### src/rtl/rle_pkg.sv
package rle_pkg;
    localparam int BYTE_W = 8;

    typedef struct packed {
        logic reload_pend;  // next cycle reads a count byte
        logic kill;         // pending pattern byte forced blank
    } rle_ctl_t;
endpackage

### src/rtl/rle_skip_ctr.sv
module rle_skip_ctr #(
    parameter int CNT_W = 4
) (
    input  logic             clk,
    input  logic             rst_n,
    input  logic             clr,
    input  logic             load,
    input  logic [CNT_W-1:0] load_val,
    input  logic             inc,
    output logic             carry
);
    logic [CNT_W-1:0] cnt_d, cnt_q;

    always_comb begin
        cnt_d = cnt_q;
        if (clr)       cnt_d = '0;
        else if (load) cnt_d = load_val;
        else if (inc)  cnt_d = cnt_q + 1'b1;
    end

    always_ff @(posedge clk or negedge rst_n) begin
        if (!rst_n) cnt_q <= '0;
        else        cnt_q <= cnt_d;
    end

    assign carry = &cnt_q;
endmodule

### src/rtl/rle_addr_gen.sv
module rle_addr_gen #(
    parameter int ADDR_W = 11
) (
    input  logic              clk,
    input  logic              rst_n,
    input  logic              clr,
    input  logic              rev,
    input  logic              step,
    output logic [ADDR_W-1:0] addr
);
    logic [ADDR_W-1:0] addr_d, addr_q;

    always_comb begin
        addr_d = addr_q;
        if (clr)       addr_d = rev ? '1 : '0;
        else if (step) addr_d = rev ? addr_q - 1'b1 : addr_q + 1'b1;
    end

    always_ff @(posedge clk or negedge rst_n) begin
        if (!rst_n) addr_q <= '0;
        else        addr_q <= addr_d;
    end

    assign addr = addr_q;
endmodule

### src/rtl/rle_pix_shifter.sv
module rle_pix_shifter #(
    parameter int W = 8
) (
    input  logic         clk,
    input  logic         rst_n,
    input  logic         blank,
    input  logic         load,
    input  logic [W-1:0] load_val,
    input  logic         rev,
    output logic         bit_out
);
    logic [W-1:0] sh_d, sh_q;

    always_comb begin
        sh_d = sh_q;
        if (blank)     sh_d = '1;
        else if (load) sh_d = load_val;
        else if (rev)  sh_d = {1'b1, sh_q[W-1:1]};
        else           sh_d = {sh_q[W-2:0], 1'b1};
    end

    always_ff @(posedge clk or negedge rst_n) begin
        if (!rst_n) sh_q <= '1;
        else        sh_q <= sh_d;
    end

    assign bit_out = rev ? sh_q[0] : sh_q[W-1];
endmodule

### src/rtl/rle_line_pattern.sv
module rle_line_pattern
    import rle_pkg::*;
#(
    parameter int ADDR_W = 11,
    parameter int CNT_W  = 4
) (
    input  logic              clk,
    input  logic              rst_n,
    input  logic              vblank,
    input  logic              byte_stb,
    input  logic              rev,
    input  logic [BYTE_W-1:0] rom_data,
    output logic [ADDR_W-1:0] rom_addr,
    output logic              pix_out
);
    rle_ctl_t ctl_d, ctl_q;
    logic     skip_carry;
    logic     do_reload, do_load, do_skip;

    assign do_reload = ctl_q.reload_pend && !vblank;
    assign do_load   = byte_stb && skip_carry && !ctl_q.reload_pend && !vblank;
    assign do_skip   = byte_stb && !skip_carry && !ctl_q.reload_pend && !vblank;

    always_comb begin
        ctl_d = ctl_q;
        if (vblank) begin
            ctl_d.reload_pend = 1'b1;
            ctl_d.kill        = 1'b0;
        end else if (do_reload) begin
            ctl_d.reload_pend = 1'b0;
            ctl_d.kill        = !rom_data[BYTE_W-1];
        end else if (do_load) begin
            ctl_d.reload_pend = 1'b1;
        end
    end

    always_ff @(posedge clk or negedge rst_n) begin
        if (!rst_n) ctl_q <= '{reload_pend: 1'b1, kill: 1'b0};
        else        ctl_q <= ctl_d;
    end

    rle_skip_ctr #(.CNT_W(CNT_W)) u_skip (
        .clk      (clk),
        .rst_n    (rst_n),
        .clr      (vblank),
        .load     (do_reload),
        .load_val (rom_data[CNT_W-1:0]),
        .inc      (do_skip),
        .carry    (skip_carry)
    );

    rle_addr_gen #(.ADDR_W(ADDR_W)) u_addr (
        .clk   (clk),
        .rst_n (rst_n),
        .clr   (vblank),
        .rev   (rev),
        .step  (do_reload || do_load),
        .addr  (rom_addr)
    );

    rle_pix_shifter #(.W(BYTE_W)) u_shift (
        .clk      (clk),
        .rst_n    (rst_n),
        .blank    (vblank || (do_load && ctl_q.kill)),
        .load     (do_load),
        .load_val (rom_data),
        .rev      (rev),
        .bit_out  (pix_out)
    );
endmodule

### config.mk
export PLATFORM = sky130hd
export DESIGN_NAME = rle_line_pattern
export DESIGN_NICKNAME = d
export VERILOG_FILES = /design/src/rtl/rle_pkg.sv /design/src/rtl/rle_skip_ctr.sv /design/src/rtl/rle_addr_gen.sv /design/src/rtl/rle_pix_shifter.sv /design/src/rtl/rle_line_pattern.sv
export SDC_FILE = /design/constraint.sdc
export NUM_CORES = 1
export LEC_CHECK = 0
export ABC_AREA = 1
export CORE_ASPECT_RATIO = 0.6
export CORE_MARGIN = 2
export CORE_UTILIZATION = 54
export DETAILED_ROUTE_END_ITERATION = 12
export PLACE_DENSITY = 0.77
export SLEW_MARGIN = 30
export SYNTH_ARGS = -nofsm -noshare
export SYNTH_HDL_FRONTEND = slang
export SYNTH_HIERARCHICAL = 1
export SYNTH_SLANG_ARGS = --single-unit
### constraint.sdc
create_clock -name clk -period 1.81 [get_ports clk]
set_input_delay 0.362 -clock clk [delete_from_list [all_inputs] [get_ports clk]]
set_output_delay 0.362 -clock clk [all_outputs]
set_load 0.01 [all_outputs]
==> flow_summary_export.csv, run 1 <==
group,metric,value,unit
setup_path,worstPathCellList,"dlygate4sd2_1 > bufbuf_16 > fa_2 > buf_4 > nand3_1 > nand3_1 > nand2_1 > nand3_1 > a21oi_2",
cts,h-tree-depth,1,
finish,regArea,637,um2
logic_synthesis,synth_largest_area_cell,"dfrtp_1",
timing,finalCritPeriodShare,0.976,
timing,max_freq,566,MHz
logic_synthesis,yosysSeqAreaShare,0.355,
setup_path,criticalPathCategory,"input port to flop",
drt,drt_iter0_markers,128,
placed_design,dpl.hpwl,3540,um
global_routing,grt_pass1_vias,1799,
logic_synthesis,synth_edf_count,0,
power,clockPowerShare,0.184,
timing,worstMarginPinSlew,328,ps
finish,fillers,237,
drt,avgViaCountPerCell,5.28,
cts,clock-sinks,25,
cts,clk_path_buf_depth,2,
timing,rsz0062_at_grt,"true",
setup_path,crit_path_end_kind,"flop",
cts,insertion_delay,270,ps
finish,drive_gt1_frac,0.280,
timing,skew,5.34,ps
timing,worst_slack,42.9,ps
drt,vias,1858,
logic_synthesis,synthFlopType,"dfrtp_1",
floorplanning,dieWidth,78.4,um
cts,cts_tree,"yes",
logic_synthesis,ys_top_cells_by_area,"dfrtp_1 (22%), nand2_1 (14%), dfstp_2 (13%)",
placed_design,numPortBuffers,24,
floorplanning,rows,16,
logic_synthesis,yosys_register_bits,25,
logic_synthesis,async_flop_share,1.00,
drt,drc_errors,0,
timing,setup_viol,0,
setup_path,slowest_delay,410,ps
setup_path,cp_data_required_time,2010,ps
power,p_seq_frac,0.365,
global_routing,grt_pass1_wl,8200,um
global_routing,grt_max_degree,26,
power,p_leak,1.27,nW
cts,cts_root_buffer,"clkbuf_8",
power,pwr-share-comb,0.451,
setup_path,crit_fanout,7,
finish,diodes,0,
power,switching_power,0.633,mW
status,status,"finished, final reports clean",
logic_synthesis,synth_top_cell_area_share,0.223,
global_routing,grt_usage,0.276,
logic_synthesis,synth_area_per_cell,7.28,um2
finish,area_delta_synth_final,38.9,%
logic_synthesis,syn-instance-count,246,
setup_path,worstPathArrival,1970,ps
global_routing,antenna_found_initial,0,
power,switching_share,0.352,
floorplanning,core,3220,um2
power,internal-power,1.16,mW
timing,hold_ws,451,ps
cts,cts_buffers,3,
finish,finalNetCount,332,
logic_synthesis,synth_commonest_cells,"nand2_1 (65), inv_1 (29), a21oi_1 (25), nand3_1 (22), nor2_1 (18)",
cts,post_cts_buffers,0,
placed_design,place_congestion,0.909,
power,ir_drop,512,uV
setup_path,slowest_stage,"fa_2",
timing,period_minus_slack,1770,ps
setup_path,cp-startpoint,"rev",
setup_path,r2r_start,"u_skip/cnt_q[1]$_DFFE_PN0P_",
setup_path,critPathMostFrequentCell,"nand3_1",
drt,finalWirelength,4750,um
floorplanning,io_pins,25,
setup_path,worstSetupStartpointType,"input port",
finish,multiInputGateArea,1070,um2
logic_synthesis,yosysWarnings,6,
floorplanning,start_util,0.556,
setup_path,crit_buf_inv,3,
logic_synthesis,synth_fp_nets,270,
timing,drv_slew,0,
drt,antenna_left,0,
drt,wl_per_cell,13.5,um
cts,clkTransAtPathRegs,80,ps
logic_synthesis,ys_types,32,
global_routing,overflow,0,
floorplanning,die_h,48.6,um
power,power-per-cell-area,722,nW/um2
timing,slew_headroom,0.781,
logic_synthesis,synth.most_common_cell,"nand2_1",
timing,final_hold_viol_count,0,
setup_path,crit_family,"buffers and inverters",
drt,dr.pass1.iters,5,
run,cap_viol_max_count,0,
logic_synthesis,syn_area,1790,um2
placed_design,post-place-ws,-453,ps
min_path,hold_class,"input port to asynchronous set/reset pin",
floorplanning,die-area,3810,um2
-- what timing repair did --
item,CTS,global route
hold buffers,0,0
gates cloned,1,0
setup endpoints to repair,9,12
gates resized for setup,7,14
pin swaps,0,3
-- flip-flops by register name, indices dropped and copies added (netlist names) --
name and flops:
u_skip/cnt_q 4, u_addr/addr 11, u_shift/sh_q 8, ctl_q 2
-- worst reg2reg max path, stage by stage, from the launching register on --
cell,delay [ps]
dfrtp_1,400
ha_2,210
nand2_1,60
nor2_2,110
nand2_1,70
a21oi_2,160
nor2_2,90
buf_4,140
buf_4,130
a21oi_1,130
nand2_1,70
-- cells in the final DEF (no fill, tap or decap), types with 3 or more instances in the layout --
| master | Yosys | layout |
|---|---|---|
| a21oi_1 | 25 | 21 |
| a21oi_2 | 2 | 6 |
| buf_4 | 1 | 34 |
| clkbuf_8 | 0 | 3 |
| clkdlybuf4s50_1 | 0 | 22 |
| dfrtp_1 | 16 | 16 |
| dfstp_2 | 9 | 9 |
| ha_1 | 10 | 7 |
| inv_1 | 29 | 29 |
| inv_2 | 3 | 3 |
| nand2_1 | 65 | 61 |
| nand2_2 | 2 | 6 |
| nand3_1 | 22 | 19 |
| nand3_2 | 2 | 4 |
| nand4_1 | 3 | 3 |
| nor2_1 | 18 | 17 |
| nor2_2 | 5 | 6 |
| o21ai_0 | 6 | 5 |
| o21ai_1 | 7 | 8 |
| xor2_1 | 4 | 4 |
-- routing by layer --
metal	vias to the layer above	GRT usage	wire, um
li1	924	-	-
met1	861	0.419	2390
met2	69	0.415	1970
met3	4	0.0522	348
met4	0	0.0497	40
met5	-	0	0
-- final timing paths --
| path | end | slack, ps | depth (start not counted) |
|---|---|---|---|
| worst min-delay path | u_addr/addr[10]$_DFFE_PN0P_ | 450 | 2 |
| worst max-delay path | u_addr/addr[10]$_DFFE_PN0P_ | 40 | 9 |
| min in group clk | ctl_q[0]$_DFFE_PN0P_ | 500 | 2 |
| worst max register to register | u_addr/addr[7]$_DFFE_PN0P_ | 130 | 10 |
| max in group asynchronous | u_shift/sh_q[2]$_DFF_PN1_ | 1060 | 2 |
| worst min register to register | ctl_q[0]$_DFFE_PN0P_ | 500 | 2 |
-- layout make-up --
class	count	share of cell area
Tap cell	45	0.0226
Clock buffer	4	0.0181
Multi-Input combinational cell	184	0.430
Inverter	34	0.0543
Timing Repair Buffer	60	0.219
Sequential cell	25	0.256
-- power by group through the flow --
stage | clock (mW) | combinational, mW | sequential, mW
3_3_place_gp | 0 | 0.721 | 0.665
3_5_place_dp | 0 | 0.731 | 0.665
5_1_grt | 0.370 | 0.895 | 0.664
4_1_cts | 0.340 | 0.757 | 0.656
2_1_floorplan | 0 | 0.368 | 0.673
6_report | 0.330 | 0.811 | 0.657
-- kinds of logic (layout without fill, tap and decap cells) --
family,after synthesis,count (layout),synth area share
simple gates,120,120,0.295
compound gates,47,47,0.151
buf+inv,37,98,0.0887
flops,25,25,0.355
fa+ha+maj,11,11,0.0810
xor+xnor,6,6,0.0293
-- through the flow --
| stage | cells | total power [mW] | util | area (um2) | TNS [ps] |
|---|---|---|---|---|---|
| after global placement | 347 | 1.39 | 0.726 | 2340 | -3540 |
| after global routing | 352 | 1.93 | 0.772 | 2490 | -6.42 |
| final | 352 | 1.80 | 0.772 | 2490 | 0 |
| after CTS | 352 | 1.75 | 0.756 | 2440 | 0 |
| after detailed placement | 347 | 1.40 | 0.726 | 2340 | -3770 |
| after floorplan | 246 | 1.04 | - | 1790 | 0 |
Power figures use the tool's default switching activity.
==> run 2, diff against run 1 <==
- CAP_MARGIN: default -> 0
- CORE_UTILIZATION: 54 -> 60
- DONT_BUFFER_PORTS: default -> 1
- PLACE_DENSITY: 0.77 -> 0.74
- RECOVER_POWER: default -> 50
==> flow_summary_export.csv, run 2 (synthesis results as in run 1) <==
group,metric,value,unit
status,status,"finished, final reports clean",
global_routing,grt_max_degree,26,
drt,drt_iter0_markers,116,
cts,clk_path_buf_depth,2,
finish,drive_gt1_frac,0.173,
global_routing,grt_pass1_vias,1373,
setup_path,slowest_delay,440,ps
power,ir_drop,555,uV
timing,max_freq,599,MHz
timing,skew,7.41,ps
setup_path,reg2reg_slack,140,ps
placed_design,post-place-ws,111,ps
timing,drv_slew,0,
min_path,hold_class,"input port to flop",
cts,h-tree-depth,1,
cts,cts_buffers,3,
finish,largest_register_ffs,11,
finish,final_common_cell,"nand2_1",
drt,antenna_left,0,
drt,drc_errors,0,
floorplanning,start_util,0.628,
finish,final_cell_mix,"nand2_1 (65), inv_1 (29), a21oi_1 (24)",
timing,final_hold_viol_count,0,
cts,cts_root_buffer,"clkbuf_8",
drt,dr.pass1.iters,4,
cts,clkTransAtPathRegs,80,ps
global_routing,antenna_found_initial,0,
setup_path,worstSetupStartpointType,"flop",
setup_path,crit_buf_inv,0,
setup_path,criticalPathCategory,"flop to flop",
setup_path,crit_family,"flip-flops",
power,power-per-cell-area,759,nW/um2
cts,insertion_delay,260,ps
setup_path,critPathMostFrequentCell,"nand2_1",
setup_path,cp_data_required_time,1970,ps
min_path,min_from,"rom_data[7]",
finish,diodes,0,
power,clockPowerShare,0.215,
placed_design,numPortBuffers,0,
drt,wl_per_cell,13.1,um
global_routing,grt_pass1_wl,6440,um
finish,regArea,637,um2
power,pwr-share-comb,0.329,
timing,worst_slack,142,ps
finish,area_delta_synth_final,8.52,%
timing,slew_headroom,0.597,
timing,setup_viol,0,
floorplanning,core,2850,um2
setup_path,worstPathArrival,1830,ps
power,p_leak,1.01,nW
finish,finalNetCount,280,
power,switching_power,0.523,mW
global_routing,overflow,0,
drt,vias,1574,
setup_path,slowest_stage,"dfrtp_1",
cts,clock-sinks,25,
global_routing,grt_usage,0.250,
setup_path,worstPathCellList,"ha_1 > nand2_1 > a21oi_1 > o21ai_0 > nand4_1 > nand3_1 > nand2_1",
drt,finalWirelength,3890,um
timing,finalCritPeriodShare,0.922,
setup_path,crit_fanout,7,
cts,cts_tree,"yes",
power,p_seq_frac,0.455,
floorplanning,dieWidth,74.5,um
setup_path,cp-startpoint,"u_addr/addr[2]$_DFFE_PN0P_",
floorplanning,die_h,46.3,um
placed_design,dpl.hpwl,2980,um
floorplanning,die-area,3450,um2
run,cap_viol_max_count,0,
timing,tns,0,ps
setup_path,r2r_start,"u_addr/addr[2]$_DFFE_PN0P_",
finish,fillers,249,
floorplanning,rows,15,
drt,avgViaCountPerCell,5.30,
floorplanning,io_pins,25,
finish,multiInputGateArea,1010,um2
setup_path,crit_path_end_kind,"flop",
timing,worstMarginPinSlew,604,ps
placed_design,place_congestion,0.916,
power,internal-power,0.953,mW
power,switching_share,0.354,
timing,period_minus_slack,1670,ps
==> run 2: path summary, 6_finish.rpt <==
| kind | depth (start not counted) | end |
|---|---|---|
| max in group asynchronous | 2 | u_addr/addr[3]$_DFFE_PN0P_ |
| hold reg to reg | 2 | ctl_q[0]$_DFFE_PN0P_ |
| min in group asynchronous | 2 | ctl_q[0]$_DFFE_PN0P_ |
| setup / recovery | 7 | u_addr/addr[9]$_DFFE_PN0P_ |
| hold / removal | 1 | ctl_q[0]$_DFFE_PN0P_ |
| setup reg to reg | 7 | u_addr/addr[9]$_DFFE_PN0P_ |
==> run 2: worst register-to-register path, cell delays in order (launching register included) <==
cell     delay [ps]
dfrtp_1         440
ha_1            410
nand2_1         140
a21oi_1          80
o21ai_0         220
nand4_1         130
nand3_1         100
nand2_1          50
==> run 2: timing repair <==
action / in CTS / in global routing
endpoints found under the hold margin: 25 / 0
setup buffers: 0 / 1
hold buffers: 2 / 0
gates resized for setup: 0 / 8
setup endpoints to repair: 0 / 16
==> run 2: cell type report <==
cell class | count | share of cell area
Clock buffer | 4 | 0.0232
Inverter | 34 | 0.0695
Multi-Input combinational cell | 184 | 0.522
Timing Repair Buffer | 8 | 0.0309
Sequential cell | 25 | 0.328
Tap cell | 42 | 0.0270
==> run 2: per-stage QoR <==
step                      cells  power, mW  hold WS (ps)  cell area [um2]   util
after floorplan             246       1.04          66.4             1790      -
after global placement      290       1.13          66.7             1860  0.651
after detailed placement    290       1.13          66.7             1860  0.651
after CTS                   296       1.48           159             1930  0.678
after global routing        297       1.60           142             1940  0.682
final                       297       1.48           165             1940  0.682
==> run 2: layer usage <==
metal / wire length [um] / GRT usage
met5: 0 / 0
met4: 8 / 0.0321
met3: 348 / 0.0744
met2: 1460 / 0.322
met1: 2070 / 0.406
==> run 2: power groups by stage <==
stage	sequential (mW)	combinational, mW	clock [mW]
floorplan	0.673	0.368	0
global placement	0.683	0.445	0
detailed placement	0.684	0.449	0
CTS	0.673	0.474	0.332
global route	0.680	0.557	0.362
finish	0.672	0.486	0.318
==> run 3, diff against run 2 <==
- ABC_CLOCK_PERIOD_IN_PS: default -> 1810
- CORE_UTILIZATION: 60 -> 55
- PLACE_DENSITY: 0.74 -> 0.68
==> flow_summary_export.csv, run 3 (synthesis results as in run 1) <==
group,metric,value,unit
drt,finalWirelength,4270,um
global_routing,grt_usage,0.247,
global_routing,antenna_found_initial,0,
timing,setup_viol,0,
drt,avgViaCountPerCell,5.50,
cts,h-tree-depth,1,
timing,worstMarginPinSlew,1280,ps
floorplanning,die_h,48.2,um
floorplanning,die-area,3750,um2
placed_design,numPortBuffers,0,
min_path,hold_class,"input port to flop",
placed_design,place_congestion,0.890,
global_routing,grt_pass1_wl,6920,um
setup_path,criticalPathCategory,"flop to flop",
timing,skew,3.57,ps
drt,dr.pass1.iters,5,
floorplanning,io_pins,25,
timing,finalCritPeriodShare,0.937,
floorplanning,start_util,0.600,
drt,vias,1639,
floorplanning,dieWidth,77.7,um
drt,wl_per_cell,14.3,um
global_routing,grt_max_degree,26,
timing,slew_headroom,0.147,
global_routing,overflow,0,
finish,final_cell_area,1970,um2
setup_path,reg2reg_slack,110,ps
cts,clk_path_buf_depth,2,
finish,final_common_cell,"nand2_1",
status,status,"finished, final reports clean",
finish,final_cell_mix,"nand2_1 (65), inv_1 (29), a21oi_1 (24)",
finish,drive_gt1_frac,0.180,
setup_path,worstPathArrival,1880,ps
cts,cts_tree,"yes",
placed_design,placed_cells,293,
cts,post_cts_buffers,0,
setup_path,crit_fanout,4,
cts,cts_root_buffer,"clkbuf_8",
finish,layout.cells.non_filler,298,
finish,area_delta_synth_final,9.99,%
floorplanning,rows,15,
drt,antenna_left,0,
drt,met3_length,325,um
drt,drc_errors,0,
power,power-per-cell-area,766,nW/um2
placed_design,placed_area,1880,um2
timing,worst_slack,114,ps
global_routing,grt_pass1_vias,1422,
finish,finalNetCount,281,
finish,largest_register_ffs,11,
cts,insertion_delay,260,ps
cts,cts_buffers,3,
timing,tns,0,ps
placed_design,post-place-ws,16.8,ps
setup_path,worstSetupStartpointType,"flop",
placed_design,dpl.hpwl,3300,um
floorplanning,core,2980,um2
timing,drv_slew,0,
timing,max_freq,590,MHz
drt,drt_iter0_markers,166,
run,cap_viol_max_count,0,
drt,top_layer,"met4",
setup_path,cp_data_required_time,1990,ps
timing,final_hold_viol_count,0,
cts,clock-sinks,25,
cts,clkTransAtPathRegs,80,ps
drt,dr_wl_met2,1850,um
finish,diodes,0,
drt,m1WireLength,2070,um
power,p_leak,1.02,nW
timing,period_minus_slack,1700,ps
power,p_total,1.51,mW
power,ir_drop,580,uV
setup_path,crit_path_end_kind,"flop",
## run 3: critical path, cell delays in order (launching register included)
cell and delay, ps:
dfrtp_1 400, ha_1 200, nand2_1 90, nor2_4 120
nand2_1 80, a21oi_2 210, inv_1 110, nor2_4 130
inv_1 90, o21ai_0 190
## run 3: repair_timing
| item | CTS | global route |
|---|---|---|
| setup endpoints to repair | 0 | 12 |
| resized for setup | 0 | 11 |
| hold buffers | 1 | 0 |
| endpoints found under the hold margin | 25 | 0 |
## run 3: report_power, final
group / switching (mW) / internal, mW
registers: 0.0569 / 0.606
logic: 0.324 / 0.206
clock network: 0.159 / 0.157
## run 3: path summary, 6_finish.rpt
kind / cells past startpoint / start / end
max: 9 / u_skip/cnt_q[1]$_DFFE_PN0P_ / u_addr/addr[4]$_DFFE_PN0P_
max reg2reg: 9 / u_skip/cnt_q[1]$_DFFE_PN0P_ / u_addr/addr[4]$_DFFE_PN0P_
max in group asynchronous: 1 / rst_n / u_addr/addr[2]$_DFFE_PN0P_
min: 1 / rom_data[7] / ctl_q[0]$_DFFE_PN0P_
min in group asynchronous: 1 / rst_n / u_addr/addr[1]$_DFFE_PN0P_
min reg2reg: 2 / ctl_q[0]$_DFFE_PN0P_ / ctl_q[0]$_DFFE_PN0P_
## run 3: area by class of cell
class	instances	area, um2
Fill cell	251	1010
Sequential cell	25	637
Clock buffer	4	45.0
Multi-Input combinational cell	184	1040
Tap cell	42	52.6
Inverter	34	135
Timing Repair Buffer	9	63.8
## run 3: metrics by stage
| stage | utilization | hold slack (ps) |
|---|---|---|
| 2_1_floorplan | - | 66.4 |
| 3_3_place_gp | 0.630 | 66.9 |
| 3_5_place_dp | 0.630 | 66.7 |
| 4_1_cts | 0.649 | 161 |
| 5_1_grt | 0.660 | 155 |
| 6_report | 0.660 | 170 |
## run 3: layer usage
metal | vias up | track usage
met4 | 0 | 0.0679
met5 | - | 0
met1 | 752 | 0.374
met3 | 4 | 0.0630
met2 | 63 | 0.352
li1 | 820 | -
